`config.mk`:
```
export PLATFORM = sky130hd
export DESIGN_NAME = a20_gate_intercept
export DESIGN_NICKNAME = d
export VERILOG_FILES = /design/src/rtl/a20g_pkg.sv /design/src/rtl/a20g_strobe.sv /design/src/rtl/a20g_seq.sv /design/src/rtl/a20g_outreg.sv /design/src/rtl/a20_gate_intercept.sv
export SDC_FILE = /design/constraint.sdc
export NUM_CORES = 1
export LEC_CHECK = 0
export CAP_MARGIN = 5
export CORE_AREA = 2 2 44 46
export DETAILED_ROUTE_END_ITERATION = 8
export DIE_AREA = 0 0 46 48
export DONT_BUFFER_PORTS = 1
export PLACE_DENSITY = 0.82
export SLEW_MARGIN = 20
export SYNTH_ARGS = -nofsm -noshare
export SYNTH_HDL_FRONTEND = slang
export SYNTH_SLANG_ARGS = --single-unit
```
`constraint.sdc`:
```
create_clock -name clk -period 3.7 [get_ports clk]
set_input_delay 0.555 -clock clk [delete_from_list [all_inputs] [get_ports clk]]
set_output_delay 0.555 -clock clk [all_outputs]
set_load 0.005 [all_outputs]
```
`src/rtl/a20g_pkg.sv`:
```
package a20g_pkg;
  typedef enum logic [1:0] {
    SEQ_IDLE  = 2'd0,
    SEQ_ARMED = 2'd1,
    SEQ_DONE  = 2'd2
  } a20g_state_e;
endpackage

```
`src/rtl/a20g_strobe.sv`:
```
module a20g_strobe #(
  parameter int DATA_W      = 8,
  parameter int SYNC_STAGES = 0
) (
  input  logic              clk,
  input  logic              rst_n,
  input  logic              wr_n_i,
  input  logic              cs_n_i,
  input  logic              a0_i,
  input  logic [DATA_W-1:0] data_i,
  output logic              evt_o,
  output logic              evt_a0_o,
  output logic [DATA_W-1:0] evt_data_o
);
  localparam bit USE_SYNC = (SYNC_STAGES > 0);

  logic wr_s, cs_s;

  generate
    if (USE_SYNC) begin : g_sync
      logic [SYNC_STAGES-1:0] wr_chain_q, cs_chain_q;
      always_ff @(posedge clk or negedge rst_n) begin
        if (!rst_n) begin
          wr_chain_q <= '1;
          cs_chain_q <= '1;
        end else begin
          wr_chain_q <= {wr_chain_q[SYNC_STAGES-1:0], wr_n_i} >> 0;
          cs_chain_q <= {cs_chain_q[SYNC_STAGES-1:0], cs_n_i} >> 0;
        end
      end
      assign wr_s = wr_chain_q[SYNC_STAGES-1];
      assign cs_s = cs_chain_q[SYNC_STAGES-1];
    end else begin : g_direct
      assign wr_s = wr_n_i;
      assign cs_s = cs_n_i;
    end
  endgenerate

  logic              wr_q, wr_d;
  logic              sel_q, sel_d;
  logic              a0_q, a0_d;
  logic [DATA_W-1:0] dat_q, dat_d;
  logic              cap_en;

  // capture while the strobe is low; latest values win
  always_comb begin
    cap_en = ~wr_s;
    wr_d   = wr_s;
    sel_d  = sel_q;
    a0_d   = a0_q;
    dat_d  = dat_q;
    if (cap_en) begin
      sel_d = ~cs_s;
      a0_d  = a0_i;
      dat_d = data_i;
    end
  end

  always_ff @(posedge clk or negedge rst_n) begin
    if (!rst_n) begin
      wr_q  <= 1'b1;
      sel_q <= 1'b0;
      a0_q  <= 1'b0;
      dat_q <= '0;
    end else begin
      wr_q  <= wr_d;
      sel_q <= sel_d;
      a0_q  <= a0_d;
      dat_q <= dat_d;
    end
  end

  assign evt_o      = wr_s & ~wr_q & sel_q;
  assign evt_a0_o   = a0_q;
  assign evt_data_o = dat_q;

  // event can only follow a low strobe cycle
  assert_evt_after_low_R11: assert property (@(posedge clk) disable iff (!rst_n)
    evt_o |-> $past(~wr_s));
endmodule

```
`src/rtl/a20g_seq.sv`:
```
module a20g_seq
  import a20g_pkg::*;
#(
  parameter int              DATA_W   = 8,
  parameter logic [DATA_W-1:0] CMD_ARM  = 8'hD1,
  parameter logic [DATA_W-1:0] CMD_TAIL = 8'hFF,
  parameter int              GATE_BIT = 1
) (
  input  logic              clk,
  input  logic              rst_n,
  input  logic              en_req_i,
  input  logic              evt_i,
  input  logic              evt_a0_i,
  input  logic [DATA_W-1:0] evt_data_i,
  output logic              enabled_o,
  output logic              pass_o,
  output logic              gate_we_o,
  output logic              gate_d_o
);
  localparam int GB = (GATE_BIT < DATA_W) ? GATE_BIT : 0;

  a20g_state_e state_q, state_d;
  logic        en_q, en_d;
  logic        is_arm, is_tail;

  always_comb begin
    is_arm    = (evt_data_i == CMD_ARM);
    is_tail   = (evt_data_i == CMD_TAIL);
    state_d   = state_q;
    en_d      = en_q | en_req_i;
    pass_o    = 1'b0;
    gate_we_o = 1'b0;
    gate_d_o  = evt_data_i[GB];
    if (evt_i) begin
      if (!en_q) begin
        pass_o  = 1'b1;
        state_d = SEQ_IDLE;
      end else if (evt_a0_i) begin
        if (is_arm) begin
          state_d = SEQ_ARMED;
        end else if (is_tail && state_q == SEQ_DONE) begin
          state_d = SEQ_IDLE;
        end else begin
          pass_o  = 1'b1;
          state_d = SEQ_IDLE;
        end
      end else begin
        if (state_q == SEQ_ARMED) begin
          gate_we_o = 1'b1;
          state_d   = SEQ_DONE;
        end else begin
          pass_o  = 1'b1;
          state_d = SEQ_IDLE;
        end
      end
    end
  end

  always_ff @(posedge clk or negedge rst_n) begin
    if (!rst_n) begin
      state_q <= SEQ_IDLE;
      en_q    <= 1'b0;
    end else begin
      state_q <= state_d;
      en_q    <= en_d;
    end
  end

  assign enabled_o = en_q;

  assert_enable_sticky_R3: assert property (@(posedge clk) disable iff (!rst_n)
    en_q |=> en_q);

  assert_cancel_to_idle_R9: assert property (@(posedge clk) disable iff (!rst_n)
    (state_q == SEQ_ARMED && evt_i && evt_a0_i && !is_arm) |=> state_q == SEQ_IDLE);

  assert_disabled_idle_R2: assert property (@(posedge clk) disable iff (!rst_n)
    !en_q |-> state_q == SEQ_IDLE);
endmodule

```
`src/rtl/a20g_outreg.sv`:
```
module a20g_outreg #(
  parameter int DATA_W = 8
) (
  input  logic              clk,
  input  logic              rst_n,
  input  logic              pass_i,
  input  logic              evt_a0_i,
  input  logic [DATA_W-1:0] evt_data_i,
  input  logic              gate_we_i,
  input  logic              gate_d_i,
  output logic              a20_o,
  output logic              vld_o,
  output logic              a0_o,
  output logic [DATA_W-1:0] data_o
);
  logic              a20_q, a20_d;
  logic              vld_q, vld_d;
  logic              a0_q, a0_d;
  logic [DATA_W-1:0] dat_q, dat_d;

  always_comb begin
    a20_d = a20_q;
    if (gate_we_i) a20_d = gate_d_i;
    vld_d = pass_i;
    a0_d  = a0_q;
    dat_d = dat_q;
    if (pass_i) begin
      a0_d  = evt_a0_i;
      dat_d = evt_data_i;
    end
  end

  always_ff @(posedge clk or negedge rst_n) begin
    if (!rst_n) begin
      a20_q <= 1'b0;
      vld_q <= 1'b0;
      a0_q  <= 1'b0;
      dat_q <= '0;
    end else begin
      a20_q <= a20_d;
      vld_q <= vld_d;
      a0_q  <= a0_d;
      dat_q <= dat_d;
    end
  end

  assign a20_o  = a20_q;
  assign vld_o  = vld_q;
  assign a0_o   = a0_q;
  assign data_o = dat_q;

  assert_vld_pulse_R11: assert property (@(posedge clk) disable iff (!rst_n)
    vld_q |=> !vld_q);

  assert_a20_only_by_seq_R10: assert property (@(posedge clk) disable iff (!rst_n)
    !$stable(a20_q) |-> $past(gate_we_i));
endmodule

```
`src/rtl/a20_gate_intercept.sv`:
```
module a20_gate_intercept #(
  parameter int                DATA_W      = 8,
  parameter logic [DATA_W-1:0] CMD_ARM     = 8'hD1,
  parameter logic [DATA_W-1:0] CMD_TAIL    = 8'hFF,
  parameter int                GATE_BIT    = 1,
  parameter int                SYNC_STAGES = 0
) (
  input  logic              clk,
  input  logic              rst_n,
  input  logic              en_req_i,
  input  logic              wr_n_i,
  input  logic              cs_n_i,
  input  logic              a0_i,
  input  logic [DATA_W-1:0] data_i,
  output logic              a20_o,
  output logic              dlv_vld_o,
  output logic [DATA_W-1:0] dlv_data_o,
  output logic              dlv_a0_o
);
  logic              evt, evt_a0;
  logic [DATA_W-1:0] evt_data;
  logic              enabled, pass, gate_we, gate_d;

  a20g_strobe #(.DATA_W(DATA_W), .SYNC_STAGES(SYNC_STAGES)) u_strobe (
    .clk(clk), .rst_n(rst_n), .wr_n_i(wr_n_i), .cs_n_i(cs_n_i),
    .a0_i(a0_i), .data_i(data_i),
    .evt_o(evt), .evt_a0_o(evt_a0), .evt_data_o(evt_data)
  );

  a20g_seq #(.DATA_W(DATA_W), .CMD_ARM(CMD_ARM), .CMD_TAIL(CMD_TAIL),
             .GATE_BIT(GATE_BIT)) u_seq (
    .clk(clk), .rst_n(rst_n), .en_req_i(en_req_i),
    .evt_i(evt), .evt_a0_i(evt_a0), .evt_data_i(evt_data),
    .enabled_o(enabled), .pass_o(pass), .gate_we_o(gate_we), .gate_d_o(gate_d)
  );

  a20g_outreg #(.DATA_W(DATA_W)) u_out (
    .clk(clk), .rst_n(rst_n), .pass_i(pass), .evt_a0_i(evt_a0),
    .evt_data_i(evt_data), .gate_we_i(gate_we), .gate_d_i(gate_d),
    .a20_o(a20_o), .vld_o(dlv_vld_o), .a0_o(dlv_a0_o), .data_o(dlv_data_o)
  );

  assert_arm_absorbed_R5: assert property (@(posedge clk) disable iff (!rst_n)
    (evt && enabled && evt_a0 && evt_data == CMD_ARM) |=> !dlv_vld_o);

  assert_disabled_pass_R2: assert property (@(posedge clk) disable iff (!rst_n)
    (evt && !enabled) |=> (dlv_vld_o && dlv_data_o == $past(evt_data)
                           && dlv_a0_o == $past(evt_a0)));
endmodule

```
==> qor_table.md <==
| Result | Reported | Unit |
| --- | --- | --- |
| CTS tree | done | - |
| Post-synth design cell area | 1017 | sq um |
| Resize count post-CTS | 0 | - |
| Width of the die | 46 | microns |
| Number of warning messages in the yosys log | 0 | - |
| RSZ-0062 raised after global routing | no | - |
| Element type at the critical path start | flip-flop | - |
| Wire length reported by the detailed router | 1.622 | mm |
| Crit path capture type | flip-flop | - |
| Slowest stage cell on the critical path | a31oi_4 | - |
| Core region area | 1689 | sq um |
| Worst skew pair latency | 310 | ps |
| Worst-Margin Slew | 501.0 | ps |
| Residual DRC count | 0 | - |
| List of cells traversed by the critical path | nand3b_1 > or2_1 > a31oi_4 > mux2_4 | - |
| Max-slew violation count | 0 | - |
| Count of antenna-violating nets left after detailed routing | 0 | - |
| Detailed-router iteration count before antenna repair | 1 | - |
| P_leak | 0.4664 | nW |
| Portion of the clock cycle consumed by the worst path in the final layout | 0.4822 | - |
| Most frequent cells in the layout | dfrtp_1 (24), mux2_2 (9), mux2_4 (7), nand2_1 (6), clkbuf_4 (3) | - |
| Number of failing hold endpoints at the final stage | 0 | - |
| Post-synthesis register bit count | 25 | - |
| Peak supply drop | 396.7 | uV |
| Worst hold path type | input port to async pin | - |
| Reg2reg path depth | 4 | - |
| Initial antenna violation count | 0 | - |
| Total via count in the routed design | 528 | - |
| Worst clock skew on the final layout | 1.154 | ps |
| Relative max-transition margin | 0.6660 | - |
| Count of inserted antenna diode cells | 0 | - |
| Reported max-cap violation count | 0 | - |
| Ports placed on the boundary | 25 | - |
| Netlist cell types | 23 | - |
| Average instance area after synthesis | 15.41 | sq um |
| Drt initial violations | 0 | - |
| Number of placed cells counting well taps | 82 | - |
| TritonCTS Buffers | 3 | - |
| Number of nets in the layout | 85 | - |
| Starting utilization of the core area | 0.6022 | - |
| Number of port buffers | 0 | - |
| Sequential cell area fraction in the yosys report | 0.6162 | - |
| Non-filler instance count after layout | 87 | - |
| Stage delay of the slowest cell on the critical path | 420 | ps |
| Die ar. | 2208 | sq um |
| Min Clock Period, post-route | 1784 | ps |
| Clock transition at path regs | 120 | ps |
| Timing-limited maximum frequency | 560.5 | MHz |
| Vertical extent of the die | 48 | microns |
| Crit-path max FO | 9 | - |
| Status | finished, final reports clean | - |
| Number of sinks on the clock net | 25 | - |
| Row count | 15 | - |
| Drt via density | 6.069 | - |
| Post-DP HPWL | 1.160 | mm |
| Clk Tree Root Cell | clkbuf_4 | - |
| Net Count, Synth | 80 | - |
| GRT Total Usage | 0.1871 | - |
| Layout area overhead | 4.920 | % |
| Family with the most delay on the worst path | simple AND/OR/NAND/NOR gates | - |
| Number of failing setup endpoints in the final timing report | 0 | - |
| Total negative slack | 0 | ps |
| Vias in the first global route | 555 | - |
| Final weighted congestion in routability-driven placement | 0.6967 | - |
| CP Data Arrival Time | 1990 | ps |
| CP Data Required Time | 3910 | ps |
| CTS max path bufs | 2 | - |
| Layout cell share with drive strength beyond 1 | 0.3714 | - |
| Most common cell after layout, fill and taps aside | dfrtp_1 | - |
| Largest net degree at the start of global routing | 25 | - |
| First-pass GRT wire length | 2.780 | mm |
| Number of instances in the synthesized netlist | 66 | - |
| Crit Path Class | flip-flop to flip-flop | - |
| Wire length per cell after detailed routing | 18.64 | microns |
| Count of cell instances traversed by the critical path | 4 | - |
| Critical path buffer and inverter count | 0 | - |
| Global-route congestion overflow total | 0 | - |
| Power per cell area | 490.7 | nW/um^2 |
| H-tree level count | 1 | - |
layer usage:
metal	up-vias	GRT usage	routed length (microns)
met4	0	0.08571	17
li1	247	-	-
met1	265	0.2519	760
met2	14	0.2750	767
met5	-	0	0
met3	2	0.06415	76
per-stage QoR:
step                      power, mW  utilization  instance area [sq um]  worst slack, ps  hold WS (ps)
after global placement       0.4076       0.6126                   1035             1860         260.0
after detailed placement     0.4094       0.6126                   1035             1794         260.0
final                        0.5237       0.6319                   1067             1916         65.22
after global routing         0.5547       0.6319                   1067             1842         31.32
after floorplan              0.3960            -                   1017             1945         259.4
after CTS                    0.5322       0.6348                   1072             1906         49.17
Yosys cell counts, drive strengths merged:
cell     n  area [sq um]
nand2b   1         6.260
a31oi    1         21.27
mux2    17         217.7
nand2    6         22.52
inv      1         3.750
o21ai    1         16.27
nand4b   1         8.760
nand3b   1         7.510
or2      2         12.52
dfrtp   24         600.6
mux2i    1         10.01
or4      1         11.26
dfstp    1         26.28
nor2     1         3.750
nand3    1         5.000
a21oi    1         5.000
o31ai    1         7.510
o22a     2         17.52
clkbuf   1         3.750
nor4bb   1         10.01
cell type report:
cell class	count	area, sq um
clock inverters	1	5.005
flip-flops and latches	25	626.9
repair buffers	1	5.005
fillers	130	621.8
well taps	17	21.27
inverters	1	3.754
clock buffers	3	22.52
multi-input cells	39	382.9
sequential cells by signal, summed over array words and instances, names as in the netlist:
name and count:
u_strobe.evt_a0_o 1, u_out.a20_o 1, u_strobe.evt_data_o 8, u_seq.enabled_o 1, u_strobe.sel_q 1, u_seq.state_q 2, u_out.a0_o 1, u_out.vld_o 1
u_out.data_o 8, u_strobe.wr_q 1
repair_timing:
item / 4_1_cts / 5_1_grt
buffers inserted: 0 / 0
endpoints found under the hold margin: 24 / 0
hold buffers: 1 / 0
kinds of logic (layout without fill, tap and decap cells):
group / Yosys count / count (layout) / share of synthesized area
flops: 25 / 25 / 0.6162
mux: 18 / 18 / 0.2239
compound gates: 6 / 6 / 0.06643
simple gates: 15 / 15 / 0.08611
buf+inv: 2 / 6 / 0.007373
report_power, final:
group | leakage, nW | internal, mW | total (mW) | switching (mW)
sequential | 0.296 | 0.311 | 0.343 | 0.0318
combinational | 0.152 | 0.0439 | 0.0652 | 0.0213
clock | 0.0177 | 0.0404 | 0.116 | 0.0756
worst reg2reg max path, cell delays in order, from the launching register on:
cell and delay (ps):
dfstp_2 380, nand3b_1 210, or2_1 330, a31oi_4 420, mux2_4 340
final timing paths:
kind / startpoint / to / slack, ps
max: u_strobe.wr_q$_DFF_PN1_ / u_out.data_o[6]$_DFFE_PN0P_ / 1920
min: rst_n / u_strobe.wr_q$_DFF_PN1_ / 70
max reg2reg: u_strobe.wr_q$_DFF_PN1_ / u_out.data_o[6]$_DFFE_PN0P_ / 1920
min reg2reg: u_seq.enabled_o$_DFF_PN0_ / u_seq.enabled_o$_DFF_PN0_ / 520
max in group asynchronous: rst_n / u_out.data_o[4]$_DFFE_PN0P_ / 3180
min in group clk: wr_n_i / u_strobe.wr_q$_DFF_PN1_ / 220
Note: power is estimated with default switching activity, not from simulation.
